File: config.mk
export PLATFORM = sky130hd
export DESIGN_NAME = nand_discovery_seq
export DESIGN_NICKNAME = d
export VERILOG_FILES = /design/src/rtl/nds_pkg.sv /design/src/rtl/nds_strap_latch.sv /design/src/rtl/nds_rb_timer.sv /design/src/rtl/nds_capture.sv /design/src/rtl/nand_discovery_seq.sv
export SDC_FILE = /design/constraint.sdc
export NUM_CORES = 1
export LEC_CHECK = 0
export BUFFER_PORTS_ARGS = -buffer_cell sky130_fd_sc_hd__buf_4
export CAP_MARGIN = 20
export CORE_ASPECT_RATIO = 0.9
export CORE_MARGIN = 5
export CORE_UTILIZATION = 47
export DETAILED_ROUTE_END_ITERATION = 6
export PLACE_DENSITY = 0.69
export SLEW_MARGIN = 20
export SYNTH_ARGS = -nofsm -noshare
export SYNTH_HDL_FRONTEND = slang
export SYNTH_HIERARCHICAL = 1
export SYNTH_SLANG_ARGS = --single-unit
export TNS_END_PERCENT = 20
File: constraint.sdc
create_clock -name clk -period 4.4 [get_ports clk]
set_input_delay 0.22 -clock clk [delete_from_list [all_inputs] [get_ports clk]]
set_output_delay 0.22 -clock clk [all_outputs]
set_load 0.01 [all_outputs]
File: src/rtl/nds_pkg.sv
package nds_pkg;

   typedef enum logic [1:0] {
      OP_CMD  = 2'd0,
      OP_ADDR = 2'd1,
      OP_READ = 2'd2
   } bus_op_e;

   localparam logic [7:0] CMD_RESET  = 8'hFF;
   localparam logic [7:0] CMD_READID = 8'h90;
   localparam logic [7:0] CMD_PARAM  = 8'hEC;
   localparam logic [7:0] CMD_PGRD1  = 8'h00;
   localparam logic [7:0] CMD_PGRD2  = 8'h30;
   localparam logic [7:0] ADR_PROBE  = 8'h20;
   localparam logic [7:0] ADR_ZERO   = 8'h00;

   typedef struct packed {
      logic no_init;
      logic small_pg;
      logic small_x16;
      logic row2;
      logic no_preload;
   } straps_t;

   localparam straps_t STRAP_RESET_VAL = 5'b00001;

   typedef enum logic [4:0] {
      ST_STRAP, ST_RB0,
      ST_PID_C, ST_PID_A, ST_PID_R, ST_PID_D,
      ST_PP_C, ST_PP_A, ST_PP_W, ST_PP_R,
      ST_LR_C, ST_LR_W, ST_LI_C, ST_LI_A, ST_LI_R,
      ST_WR_C, ST_WR_W,
      ST_PL_C0, ST_PL_A, ST_PL_C1, ST_PL_W,
      ST_FR_C, ST_FR_W, ST_DONE
   } seq_state_e;

   function automatic logic [7:0] sig_byte(input logic [1:0] i);
      case (i)
         2'd0:    return 8'h4F;
         2'd1:    return 8'h4E;
         2'd2:    return 8'h46;
         default: return 8'h49;
      endcase
   endfunction

endpackage

File: src/rtl/nds_strap_latch.sv
module nds_strap_latch
   import nds_pkg::*;
(
   input  logic     clk,
   input  logic     rst_n,
   input  logic     capture,
   input  straps_t  raw,
   output straps_t  q
);

   always_ff @(posedge clk) begin
      if (!rst_n)       q <= STRAP_RESET_VAL;
      else if (capture) q <= raw;
   end


   strap_hold_chk: assert property (@(posedge clk) disable iff (!rst_n)
      !capture |=> $stable(q));

endmodule

File: src/rtl/nds_rb_timer.sv
module nds_rb_timer #(
   parameter int TMO_CYCLES = 4096
) (
   input  logic clk,
   input  logic rst_n,
   input  logic en,
   input  logic rb_ready,
   output logic ok,
   output logic expired
);

   localparam int CNT_W = (TMO_CYCLES > 1) ? $clog2(TMO_CYCLES) : 1;

   if (TMO_CYCLES < 1) begin : g_bad_tmo
      $error("nds_rb_timer: TMO_CYCLES must be at least 1");
   end

   assign ok = en && rb_ready;

   if (TMO_CYCLES == 1) begin : g_single
      assign expired = en && !rb_ready;
   end else begin : g_count
      localparam logic [CNT_W-1:0] LAST = CNT_W'(TMO_CYCLES - 1);
      logic [CNT_W-1:0] cnt;

      always_ff @(posedge clk) begin
         if (!rst_n)                cnt <= '0;
         else if (!en || rb_ready)  cnt <= '0;
         else if (cnt != LAST)      cnt <= cnt + 1'b1;
      end

      assign expired = en && !rb_ready && (cnt == LAST);


      tmo_count_chk: assert property (@(posedge clk) disable iff (!rst_n)
         (en && !rb_ready && !expired) |=> (cnt != '0) || !en);
   end

endmodule

File: src/rtl/nds_capture.sv
module nds_capture
   import nds_pkg::*;
#(
   parameter int ID_BYTES = 5,
   parameter int PP_BYTES = 7,
   parameter int IDX_W    = 3
) (
   input  logic                  clk,
   input  logic                  rst_n,
   input  logic                  take,
   input  logic                  sel_probe,
   input  logic                  sel_param,
   input  logic                  sel_id,
   input  logic [IDX_W-1:0]      idx,
   input  logic [7:0]            rdata,
   output logic                  sig_ok,
   output logic [8*ID_BYTES-1:0] dev_id,
   output logic [7:0]            feat
);

   localparam int FEAT_IDX = 6;

   if (ID_BYTES < 5) begin : g_bad_id
      $error("nds_capture: ID_BYTES must cover byte 4");
   end
   if (PP_BYTES < FEAT_IDX + 1) begin : g_bad_pp
      $error("nds_capture: PP_BYTES must cover the feature byte");
   end

   always_ff @(posedge clk) begin
      if (!rst_n) sig_ok <= 1'b0;
      else if (take && sel_probe)
         sig_ok <= ((idx == '0) ? 1'b1 : sig_ok) && (rdata == sig_byte(idx[1:0]));
   end

   always_ff @(posedge clk) begin
      if (!rst_n) feat <= '0;
      else if (take && sel_param && idx == IDX_W'(FEAT_IDX)) feat <= rdata;
   end

   for (genvar i = 0; i < ID_BYTES; i++) begin : g_id
      always_ff @(posedge clk) begin
         if (!rst_n) dev_id[8*i +: 8] <= '0;
         else if (take && sel_id && idx == IDX_W'(i)) dev_id[8*i +: 8] <= rdata;
      end
   end


   sig_hold_chk: assert property (@(posedge clk) disable iff (!rst_n)
      !(take && sel_probe) |=> $stable(sig_ok));

endmodule

File: src/rtl/nand_discovery_seq.sv
module nand_discovery_seq
   import nds_pkg::*;
#(
   parameter int TMO_CYCLES = 4096,
   parameter int ID_BYTES   = 5,
   parameter int PP_BYTES   = 7
) (
   input  logic                  clk,
   input  logic                  rst_n,
   input  logic                  strap_no_init,
   input  logic                  strap_small_pg,
   input  logic                  strap_small_x16,
   input  logic                  strap_row2,
   input  logic                  strap_no_preload,
   input  logic                  rb_ready,
   output logic                  bus_req,
   output logic [1:0]            bus_op,
   output logic [7:0]            bus_wdata,
   input  logic                  bus_ack,
   input  logic [7:0]            bus_rdata,
   output logic                  init_done,
   output logic                  tmo_err,
   output logic                  dev_onfi,
   output logic                  dev_x16,
   output logic [8*ID_BYTES-1:0] dev_id,
   output logic [7:0]            onfi_feat
);

   localparam int MAXB    = (PP_BYTES > ID_BYTES) ? PP_BYTES : ID_BYTES;
   localparam int IDX_W   = $clog2(MAXB + 1);
   localparam int WID_BIT = 4*8 + 6;

   seq_state_e       st, st_n;
   logic [IDX_W-1:0] idx;
   straps_t          straps_raw, straps;
   logic             fire, is_wait, rb_ok, tmo_exp, sig_ok;
   logic [IDX_W-1:0] addr_last;
   bus_op_e          op_e;

   assign straps_raw = {strap_no_init, strap_small_pg, strap_small_x16,
                        strap_row2, strap_no_preload};

   nds_strap_latch u_straps (
      .clk(clk), .rst_n(rst_n), .capture(st == ST_STRAP),
      .raw(straps_raw), .q(straps)
   );

   nds_rb_timer #(.TMO_CYCLES(TMO_CYCLES)) u_timer (
      .clk(clk), .rst_n(rst_n), .en(is_wait), .rb_ready(rb_ready),
      .ok(rb_ok), .expired(tmo_exp)
   );

   nds_capture #(.ID_BYTES(ID_BYTES), .PP_BYTES(PP_BYTES), .IDX_W(IDX_W)) u_cap (
      .clk(clk), .rst_n(rst_n), .take(fire && op_e == OP_READ),
      .sel_probe(st == ST_PID_R), .sel_param(st == ST_PP_R), .sel_id(st == ST_LI_R),
      .idx(idx), .rdata(bus_rdata), .sig_ok(sig_ok), .dev_id(dev_id), .feat(onfi_feat)
   );

   // column cycles plus row cycles, minus one
   assign addr_last = IDX_W'((straps.small_pg ? 1 : 2) + (straps.row2 ? 2 : 3) - 1);

   always_comb begin
      bus_req   = 1'b0;
      op_e      = OP_CMD;
      bus_wdata = 8'h00;
      is_wait   = 1'b0;
      unique case (st)
         ST_PID_C:  begin bus_req = 1'b1; bus_wdata = CMD_READID; end
         ST_PID_A:  begin bus_req = 1'b1; op_e = OP_ADDR; bus_wdata = ADR_PROBE; end
         ST_PID_R:  begin bus_req = 1'b1; op_e = OP_READ; end
         ST_PP_C:   begin bus_req = 1'b1; bus_wdata = CMD_PARAM; end
         ST_PP_A:   begin bus_req = 1'b1; op_e = OP_ADDR; bus_wdata = ADR_ZERO; end
         ST_PP_R:   begin bus_req = 1'b1; op_e = OP_READ; end
         ST_LR_C:   begin bus_req = 1'b1; bus_wdata = CMD_RESET; end
         ST_LI_C:   begin bus_req = 1'b1; bus_wdata = CMD_READID; end
         ST_LI_A:   begin bus_req = 1'b1; op_e = OP_ADDR; bus_wdata = ADR_ZERO; end
         ST_LI_R:   begin bus_req = 1'b1; op_e = OP_READ; end
         ST_WR_C:   begin bus_req = 1'b1; bus_wdata = CMD_RESET; end
         ST_PL_C0:  begin bus_req = 1'b1; bus_wdata = CMD_PGRD1; end
         ST_PL_A:   begin bus_req = 1'b1; op_e = OP_ADDR; bus_wdata = ADR_ZERO; end
         ST_PL_C1:  begin bus_req = 1'b1; bus_wdata = CMD_PGRD2; end
         ST_FR_C:   begin bus_req = 1'b1; bus_wdata = CMD_RESET; end
         ST_RB0, ST_PP_W, ST_LR_W, ST_WR_W, ST_PL_W, ST_FR_W: is_wait = 1'b1;
         default: ;
      endcase
   end

   assign bus_op    = op_e;
   assign fire      = bus_req && bus_ack;
   assign init_done = (st == ST_DONE);

   always_comb begin
      st_n = st;
      unique case (st)
         ST_STRAP: st_n = strap_no_init ? ST_FR_C : ST_RB0;
         ST_RB0: begin
            if (rb_ok)        st_n = straps.small_pg ? ST_LR_C : ST_PID_C;
            else if (tmo_exp) st_n = ST_FR_C;
         end
         ST_PID_C: if (fire) st_n = ST_PID_A;
         ST_PID_A: if (fire) st_n = ST_PID_R;
         ST_PID_R: if (fire && idx == IDX_W'(3)) st_n = ST_PID_D;
         ST_PID_D: st_n = sig_ok ? ST_PP_C : ST_LR_C;
         ST_PP_C:  if (fire) st_n = ST_PP_A;
         ST_PP_A:  if (fire) st_n = ST_PP_W;
         ST_PP_W: begin
            if (rb_ok)        st_n = ST_PP_R;
            else if (tmo_exp) st_n = ST_FR_C;
         end
         ST_PP_R:  if (fire && idx == IDX_W'(PP_BYTES - 1)) st_n = ST_WR_C;
         ST_LR_C:  if (fire) st_n = ST_LR_W;
         ST_LR_W: begin
            if (rb_ok)        st_n = ST_LI_C;
            else if (tmo_exp) st_n = ST_FR_C;
         end
         ST_LI_C:  if (fire) st_n = ST_LI_A;
         ST_LI_A:  if (fire) st_n = ST_LI_R;
         ST_LI_R:  if (fire && idx == IDX_W'(ID_BYTES - 1)) st_n = ST_WR_C;
         ST_WR_C:  if (fire) st_n = ST_WR_W;
         ST_WR_W: begin
            if (rb_ok)        st_n = straps.no_preload ? ST_FR_C : ST_PL_C0;
            else if (tmo_exp) st_n = ST_FR_C;
         end
         ST_PL_C0: if (fire) st_n = ST_PL_A;
         ST_PL_A:  if (fire && idx == addr_last) st_n = ST_PL_C1;
         ST_PL_C1: if (fire) st_n = ST_PL_W;
         ST_PL_W:  if (rb_ok || tmo_exp) st_n = ST_FR_C;
         ST_FR_C:  if (fire) st_n = ST_FR_W;
         ST_FR_W:  if (rb_ok || tmo_exp) st_n = ST_DONE;
         default:  st_n = ST_DONE;
      endcase
   end

   always_ff @(posedge clk) begin
      if (!rst_n) begin
         st       <= ST_STRAP;
         idx      <= '0;
         tmo_err  <= 1'b0;
         dev_onfi <= 1'b0;
         dev_x16  <= 1'b0;
      end else begin
         st <= st_n;
         if (st_n != st) idx <= '0;
         else if (fire)  idx <= idx + 1'b1;
         if (tmo_exp) tmo_err <= 1'b1;
         if (st == ST_PID_D && sig_ok) dev_onfi <= 1'b1;
         if (st == ST_WR_C && fire)
            dev_x16 <= straps.small_x16 ||
                       (dev_onfi ? onfi_feat[0] : dev_id[WID_BIT]);
      end
   end


   req_hold_chk: assert property (@(posedge clk) disable iff (!rst_n)
      (bus_req && !bus_ack) |=> bus_req && $stable(bus_op) && $stable(bus_wdata));


   rb_gate_chk: assert property (@(posedge clk) disable iff (!rst_n)
      (st == ST_RB0 && !rb_ready && !tmo_exp) |=> !bus_req);


   done_sticky_chk: assert property (@(posedge clk) disable iff (!rst_n)
      init_done |=> init_done && !bus_req);


   err_sticky_chk: assert property (@(posedge clk) disable iff (!rst_n)
      tmo_err |=> tmo_err);


   tmo_exit_chk: assert property (@(posedge clk) disable iff (!rst_n)
      tmo_exp |=> (st == ST_FR_C || st == ST_DONE));

endmodule

==> flow_metrics.env <==
export IMPL_final_util_pct=56.5
export IMPL_finalWorstSetupSlack_ns=1.13
export IMPL_min_period_ns=3.27
export IMPL_synth_nets=582
export IMPL_r2r_start="st[4]"
export IMPL_cpLargestDelayFamily="simple AND/OR/NAND/NOR gates"
export IMPL_min_period_over_period_pct=74.4
export IMPL_finalSetupViolations=0
export IMPL_relSlewSlack_pct=37.0
export IMPL_post_cts_resized=0
export IMPL_die_height_um=103
export IMPL_end_kind="register"
export IMPL_hold_buffers=0
export IMPL_worstHoldStart="strap_no_preload"
export IMPL_clkLatencyLatePin_ns=0.35
export IMPL_antenna_left=0
export IMPL_syn_avg_cell_area_um2=8.12
export IMPL_crit_path_cell_trace="or2b_1 -> nand3b_1 -> nand2_1 -> and2_1 -> nor4_1 -> o31ai_2 -> a21oi_1 -> a311oi_2 -> o221ai_2 -> nor3_1"
export IMPL_rows=33
export IMPL_worst_path_max_fanout=28
export IMPL_io_pins=80
export IMPL_rsz0062_at_grt="no"
export IMPL_clk_pin_slew_worst_paths_ns=0.08
export IMPL_holdWs_ns=0.108
export IMPL_ir_worst_vdd_uv=171
export IMPL_cts_setup_buffers=0
export IMPL_max_cap_violations=0
export IMPL_tns_ns=0
export IMPL_crit_arrival_ns=3.54
export IMPL_grt_start_max_net_pins=64
export IMPL_wl_per_cell_um=16.7
export IMPL_hold_violations=0
export IMPL_vias=4209
export IMPL_holdPathEnd="u_straps/q[0]"
export IMPL_required_ns=4.67
export IMPL_slowest_stage="dfxtp_1"
export IMPL_cts_buffers=9
export IMPL_dpl_hpwl_mm=8.57
export IMPL_wl_met2_mm=5.59
export IMPL_antenna_found_initial=0
export IMPL_grt_pass1_vias=3943
export IMPL_drive_gt1_share_pct=19.4
export IMPL_wirelength_mm=12.2
export IMPL_rr_worst_depth=10
export IMPL_finalWeightedCongestion=0.974
export IMPL_critical_path_class="reg -> reg"
export IMPL_die_w_um=113
export IMPL_syn2layout_area_growth_pct=15.9
export IMPL_dr_max_layer_used="met4"
export IMPL_clk_path_buf_depth=2
export IMPL_outcome="finished, final reports clean"
export IMPL_via_per_inst=5.77
export IMPL_nets=631
export IMPL_hold_path_depth=3
export IMPL_post_synth_instance_area_um2=4490
export IMPL_p_per_area_nw_per_um2=447
export IMPL_ctsRootBufferMaster="clkbuf_8"
export IMPL_ys_warnings_count=6
export IMPL_crit_buf_inv=0
export IMPL_io_buffers=79
export IMPL_route_met3_wl_um=952
export IMPL_hold_path_class="in -> reg"
export IMPL_drcViolationCount=0
export IMPL_timing_fmax_mhz=306
export IMPL_fin_cells=729
export IMPL_syn_inst=553
export IMPL_start_util_pct=48.8
export IMPL_cts_tree="yes"
export IMPL_wl_met1_mm=5.46
export IMPL_fp_dieArea_um2=11600
export IMPL_clock_skew_final_ns=0.00555
export IMPL_max_stage_delay_ns=0.94
export IMPL_cts_sinks=76
export IMPL_drt_first_pass_iters=6
export IMPL_grt_first_pass_wirelength_mm=19.5
export IMPL_overflow=0
export IMPL_post_place_ws_ns=1.24
export IMPL_drv_slew=0
export IMPL_dp_cells=713
export IMPL_diodes=0
export IMPL_grtUsageTotal_pct=20.7
export IMPL_start_kind="register"
export IMPL_p_leak_nw=1.96
export IMPL_reg2reg_slack_ns=1.13
export IMPL_worstMarginPinSlew_ns=0.937
export IMPL_r2r_end="idx[2]"
export IMPL_drt_iter0_drc=283
export IMPL_core_um2=9210
export IMPL_htree_levels=3
## worst max-delay path by stage
stage,from,to,cells after the start
6_report,st[4],idx[2],10
5_1_grt,st[0],idx[2],11
4_1_cts,st[4],idx[2],10
3_5_place_dp,st[4],idx[2],10
3_3_place_gp,st[0],idx[0],11
2_1_floorplan,u_timer/g_count.cnt[0],idx[0],11
## layout make-up
cell class / instances / area, um2
Sequential cell: 76 / 1520
Tap cell: 122 / 153
Inverter: 16 / 60.1
Multi-Input combinational cell: 413 / 2620
Clock buffer: 10 / 138
Fill cell: 857 / 4010
Timing Repair Buffer: 86 / 646
Clock inverter: 6 / 70.1
## stage by stage
step / power [mW] / area (um2)
2_1_floorplan: 1.58 / 4490
3_3_place_gp: 1.75 / 4990
3_5_place_dp: 1.75 / 4990
4_1_cts: 2.32 / 5200
5_1_grt: 2.46 / 5200
6_report: 2.33 / 5200
## where the power goes
group	switching, mW	internal, mW
Sequential	0.0920	0.722
Combinational	0.544	0.404
Clock	0.281	0.282
## layout by cell type (no fill, tap or decap), types with 6 or more instances in the layout
cell / n
nor3_1: 14
and2_1: 6
a21boi_1: 23
nor2_1: 24
clkbuf_8: 10
dfxtp_1: 76
nand2b_1: 7
a31oi_1: 9
nor2b_1: 17
nand3_1: 8
and3b_1: 6
ha_1: 12
a21boi_0: 26
inv_1: 16
xnor2_1: 7
o21ai_0: 16
buf_4: 86
a21oi_1: 14
nand2_1: 120
## flip-flops by register name, summed over array words and instances (netlist names)
name and count:
u_cap/dev_id 40, u_timer/g_count.cnt 12, u_cap/feat 8, st 5, u_straps/q 4, idx 3
dev_onfi 1, dev_x16 1, tmo_err 1, u_cap/sig_ok 1
## worst reg2reg max path, delay by kind of cell, from the launching register on
kind | cells | cell delay, ns
DFF | 1 | 0.94
AOI/OAI and AO/OA | 4 | 0.86
and+or+nand+nor | 6 | 1.37
## metal layers
metal / global-route usage (%) / vias to the layer above
met4: 7.86 / 0
li1: - / 2041
met5: 0 / -
met2: 32.5 / 165
met3: 3.58 / 16
met1: 28.8 / 1987
Note: power is estimated with default switching activity, not from simulation.
